==> config.mk <==
export PLATFORM = sky130hd
export DESIGN_NAME = cec_err_policy
export DESIGN_NICKNAME = d
export VERILOG_FILES = /design/src/rtl/cec_err_policy_pkg.sv /design/src/rtl/cec_err_decide.sv /design/src/rtl/cec_err_timer.sv /design/src/rtl/cec_err_policy.sv
export SDC_FILE = /design/constraint.sdc
export NUM_CORES = 1
export LEC_CHECK = 0
export BUFFER_PORTS_ARGS = -buffer_cell sky130_fd_sc_hd__buf_2
export CORE_AREA = 4 4 41 43
export CTS_BUF_LIST = sky130_fd_sc_hd__clkbuf_16
export CTS_CLUSTER_SIZE = 30
export DETAILED_ROUTE_END_ITERATION = 6
export DIE_AREA = 0 0 45 47
export PLACE_DENSITY = 0.42
export SLEW_MARGIN = 20
export SYNTH_ARGS = -nofsm -noshare
export SYNTH_HDL_FRONTEND = slang
export SYNTH_SLANG_ARGS = --single-unit
==> constraint.sdc <==
create_clock -name clk -period 0.96 [get_ports clk]
set_input_delay 0.096 -clock clk [delete_from_list [all_inputs] [get_ports clk]]
set_output_delay 0.096 -clock clk [all_outputs]
set_load 0.05 [all_outputs]
==> src/rtl/cec_err_policy_pkg.sv <==
package cec_err_policy_pkg;

    typedef enum logic [1:0] {
        ST_IDLE  = 2'd0,
        ST_DRIVE = 2'd1,
        ST_SPENT = 2'd2
    } ebp_state_e;

    typedef struct packed {
        logic rise;
        logic long_p;
        logic short_p;
    } ebp_faults_t;

    typedef struct packed {
        logic stop_on_rise;
        logic rise_gen;
        logic long_gen;
        logic bcast_quiet;
    } ebp_cfg_t;

endpackage

==> src/rtl/cec_err_decide.sv <==
module cec_err_decide
    import cec_err_policy_pkg::*;
(
    input  ebp_faults_t faults,
    input  ebp_cfg_t    cfg,
    input  logic        bcast,
    input  logic        listen_all,
    output logic        want_bit,
    output logic        want_stop
);
    logic rise_ok, long_ok, short_ok;

    always_comb begin
        // Per-fault permission; the broadcast path overrides the per-fault bits.
        if (bcast) begin
            rise_ok = !cfg.bcast_quiet && cfg.stop_on_rise;
            long_ok = !cfg.bcast_quiet;
        end else begin
            rise_ok = cfg.stop_on_rise && cfg.rise_gen;
            long_ok = cfg.long_gen;
        end
        short_ok  = !(bcast && listen_all);
        want_bit  = (faults.rise    && rise_ok)
                  | (faults.long_p  && long_ok)
                  | (faults.short_p && short_ok);
        want_stop = faults.rise && cfg.stop_on_rise;
    end
endmodule

==> src/rtl/cec_err_timer.sv <==
module cec_err_timer #(
    parameter int ERR_TICKS = 3
) (
    input  logic clk,
    input  logic rst_n,
    input  logic run,
    input  logic tick,
    output logic expire
);
    localparam int CW = (ERR_TICKS > 1) ? $clog2(ERR_TICKS) : 1;
    localparam logic [CW-1:0] LAST = CW'(ERR_TICKS - 1);

    logic [CW-1:0] cnt_q;

    always_ff @(posedge clk or negedge rst_n) begin
        if (!rst_n)          cnt_q <= '0;
        else if (!run)       cnt_q <= '0;
        else if (tick)       cnt_q <= cnt_q + CW'(1);
    end

    assign expire = run && tick && (cnt_q == LAST);
endmodule

==> src/rtl/cec_err_policy.sv <==
module cec_err_policy
    import cec_err_policy_pkg::*;
#(
    parameter int ERR_TICKS = 3
) (
    input  logic clk,
    input  logic rst_n,
    input  logic bit_tick,
    input  logic msg_start,
    input  logic err_rise,
    input  logic err_long,
    input  logic err_short,
    input  logic bcast,
    input  logic listen_all,
    input  logic cfg_stop_on_rise,
    input  logic cfg_rise_gen,
    input  logic cfg_long_gen,
    input  logic cfg_bcast_quiet,
    output logic rx_abort,
    output logic drive_low
);
    ebp_state_e  state_q, state_d;
    ebp_faults_t faults;
    ebp_cfg_t    cfg;
    logic        want_bit, want_stop, expire, start_emit, abort_q;

    assign faults = '{rise: err_rise, long_p: err_long, short_p: err_short};
    assign cfg    = '{stop_on_rise: cfg_stop_on_rise, rise_gen: cfg_rise_gen,
                      long_gen: cfg_long_gen, bcast_quiet: cfg_bcast_quiet};

    cec_err_decide u_decide (
        .faults    (faults),
        .cfg       (cfg),
        .bcast     (bcast),
        .listen_all(listen_all),
        .want_bit  (want_bit),
        .want_stop (want_stop)
    );

    cec_err_timer #(.ERR_TICKS(ERR_TICKS)) u_timer (
        .clk   (clk),
        .rst_n (rst_n),
        .run   (state_q == ST_DRIVE),
        .tick  (bit_tick),
        .expire(expire)
    );

    always_comb begin
        state_d = state_q;
        unique case (state_q)
            ST_IDLE:  if (want_bit)  state_d = ST_DRIVE;
            ST_DRIVE: if (expire)    state_d = ST_SPENT;
            ST_SPENT: if (msg_start) state_d = ST_IDLE;
            default:                 state_d = ST_IDLE;
        endcase
    end

    always_ff @(posedge clk or negedge rst_n) begin
        if (!rst_n) state_q <= ST_IDLE;
        else        state_q <= state_d;
    end

    assign start_emit = (state_q == ST_IDLE) && want_bit;

    always_ff @(posedge clk or negedge rst_n) begin
        if (!rst_n) abort_q <= 1'b0;
        else        abort_q <= want_stop || start_emit;
    end

    always_comb begin
        drive_low = (state_q == ST_DRIVE);
        rx_abort  = abort_q;
    end
endmodule

==> impl_metrics.env <==
export IMPL_num_rows=13
export IMPL_critical_path_arrival_ns=1.05
export IMPL_drt_iter0_drc=1
export IMPL_drt_wl_total_um=718
export IMPL_drv_cap=0
export IMPL_swShare=0.314
export IMPL_yosys_warnings=0
export IMPL_final_nets=70
export IMPL_fp_coreArea_mm2=0.00130
export IMPL_start_util=0.210
export IMPL_grt_overflow_total=0
export IMPL_critPathCaptureType="output pin"
export IMPL_setup_viol_count_final=5
export IMPL_crit_chain="or2b_4 -> inv_4 -> buf_8"
export IMPL_tns_ns=-0.372
export IMPL_drtPass1Iterations=2
export IMPL_grt_pass1_wl_mm=1.24
export IMPL_violations="setup timing"
export IMPL_area_growth_syn_to_layout_pct=103
export IMPL_worstHoldStart="cfg_stop_on_rise"
export IMPL_skew_ns=0.00249
export IMPL_fillCellCount=146
export IMPL_fin_util=0.425
export IMPL_io_buffers=14
export IMPL_fp_dieH_um=47
export IMPL_max_freq_mhz=870
export IMPL_p_leak_nw=0.295
export IMPL_pwr_share_seq=0.181
export IMPL_die_w_um=45
export IMPL_path_class="reg -> out"
export IMPL_grt_start_max_net_pins=6
export IMPL_insertion_delay_ns=0.22
export IMPL_power_switching_uw=566
export IMPL_ys_ff_latch=5
export IMPL_wl_per_cell_um=10.3
export IMPL_powerDensity_mw_per_mm2=3260
export IMPL_place_gp_congestion=0.660
export IMPL_cp_slowest_cell="dfrtp_1"
export IMPL_setup_slack_ns=-0.190
export IMPL_hpwl_um=582
export IMPL_crit_cells=3
export IMPL_worst_r2r_endpoint="state_q[0]"
export IMPL_status="complete, but fails checks"
export IMPL_track_usage=0.0888
export IMPL_critPathTopFamily="flip-flops"
export IMPL_clk_pin_slew_ns=0.03
export IMPL_r2r_setup_slack_ns=-0.11
export IMPL_start_kind="register"
export IMPL_antennaDiodeCount=0
export IMPL_synth_cells=29
export IMPL_slew_violations=0
export IMPL_cp_required_ns=0.86
export IMPL_clockBufferDepth=2
export IMPL_syn_avg_cell_area_um2=9.41
export IMPL_worstRegToRegCells=4
export IMPL_r2r_start="state_q[0]"
export IMPL_final_common_cell="buf_2"
export IMPL_io_pins=15
export IMPL_worst_pin_slew_ns=0.247
export IMPL_cts_made_buffers=3
export IMPL_path_max_fanout=2
export IMPL_synthesis_nets=43
export IMPL_finalPower_mw=1.80
export IMPL_via_count=294
export IMPL_cts_htree_levels=1
export IMPL_clock_sinks=5
export IMPL_holdPathStages=2
export IMPL_power_frac_clock=0.372
export IMPL_comb_power_share=0.447
export IMPL_layout_common_cells="buf_2 (13), buf_4 (7), dfrtp_1 (5)"
export IMPL_cts_tree="yes"
export IMPL_max_stage_delay_ns=0.37
export IMPL_layout_worst_path_cycle_share=1.20
export IMPL_p_int_mw=1.24
export IMPL_whs_endpoint="rx_abort"
export IMPL_grt_pass1_vias=317
export IMPL_fin_crit_ns=1.15
export IMPL_ys_types=16
export IMPL_drc=0
export IMPL_root_buffer="clkbuf_16"
export IMPL_slew_limit_headroom=0.837
export IMPL_ant_nets=0
export IMPL_routed_via_density=4.20
export IMPL_final_hold_violation_count=0
export IMPL_ir_worst_vdd_mv=1.19
export IMPL_die_area_mm2=0.00212
export IMPL_yosysSeqAreaShare=0.459
export IMPL_hold_path_class="in -> reg"
export IMPL_path_buf_inv=2
export IMPL_drive_gt1_frac=0.618
export IMPL_synth_area_um2=273
export IMPL_antenna_found_initial=0
export IMPL_rsz0062_at_grt="true"
[registers in the layout, summed over array words and instances (netlist names)]
signal,flops
rx_abort,1
state_q,2
u_timer.cnt_q,2
[Yosys cell counts]
| cell | n | share of area |
|---|---|---|
| inv_1 | 4 | 0.055 |
| inv_2 | 1 | 0.014 |
| nand2_1 | 3 | 0.041 |
| a221o_1 | 1 | 0.037 |
| dfrtp_1 | 5 | 0.46 |
| nand3_1 | 1 | 0.018 |
| ha_1 | 1 | 0.046 |
| mux2i_1 | 3 | 0.11 |
| nor2_1 | 3 | 0.041 |
| o21ai_1 | 1 | 0.018 |
| nand2b_1 | 1 | 0.023 |
| o22ai_1 | 1 | 0.023 |
| a21o_1 | 1 | 0.028 |
| and3_1 | 1 | 0.023 |
| xnor2_1 | 1 | 0.032 |
| or2b_2 | 1 | 0.032 |
[layout make-up]
| cell class | instances | area, um2 | share of cell area |
|---|---|---|---|
| Timing Repair Buffer | 22 | 143 | 0.258 |
| Sequential cell | 5 | 125 | 0.226 |
| Clock inverter | 1 | 3.75 | 0.00679 |
| Multi-Input combinational cell | 19 | 166 | 0.301 |
| Tap cell | 15 | 18.8 | 0.0339 |
| Inverter | 5 | 21.3 | 0.0385 |
| Clock buffer | 3 | 75.1 | 0.136 |
[per-layer routing]
layer  vias up  wire (um)  track usage  part of all wire
met5         -          0            0                 0
li1        148          -            -                 -
met2        13        315        0.138              0.44
met3         2         67       0.0307             0.093
met1       131        316       0.0920              0.44
met4         0         18       0.0877             0.025
[power by group through the flow]
| stage | sequential (mW) | clock (mW) | combinational, mW |
|---|---|---|---|
| after floorplan | 0.359 | 0 | 0.322 |
| after global placement | 0.325 | 0 | 0.555 |
| after detailed placement | 0.327 | 0 | 0.557 |
| after CTS | 0.320 | 0.680 | 0.759 |
| after global routing | 0.334 | 0.702 | 0.880 |
| final | 0.326 | 0.671 | 0.805 |
[worst max-delay path by stage]
stage	startpoint	endpoint	slack [ns]
2_1_floorplan	state_q[0]	state_q[0]	-0.12
3_3_place_gp	state_q[0]	drive_low	-0.14
3_5_place_dp	state_q[1]	drive_low	-0.14
4_1_cts	state_q[1]	drive_low	-0.20
5_1_grt	state_q[1]	drive_low	-0.23
6_report	state_q[1]	drive_low	-0.19
[timing repair]
item / in CTS / in global routing
hold endpoints to repair: 5 / 0
setup buffers: 3 / 0
hold buffers: 1 / 0
pin swaps: 1 / 1
endpoints found under the setup margin: 6 / 6
resized for setup: 8 / 6
[stage by stage]
step           area [um2]  setup WS (ns)  instances  hold WS (ns)
5_1_grt               553         -0.231         70         0.121
2_1_floorplan         275         -0.121         29        -0.200
6_report              553         -0.190         70        0.0945
3_3_place_gp          394         -0.144         62       -0.0776
3_5_place_dp          394         -0.143         62       -0.0783
4_1_cts               536         -0.195         70        0.0959
[kinds of logic (layout without fill, tap and decap cells)]
| kind of cell | Yosys count | in the layout | synth area share |
|---|---|---|---|
| AOI/OAI and AO/OA | 4 | 4 | 0.106 |
| xor gates and xnor gates | 1 | 1 | 0.0321 |
| DFF | 5 | 5 | 0.459 |
| adders and majority gates | 1 | 1 | 0.0459 |
| muxes | 3 | 3 | 0.110 |
| buffers and inverters | 5 | 31 | 0.0688 |
| and+or+nand+nor | 10 | 10 | 0.179 |
Power figures use the tool's default switching activity.
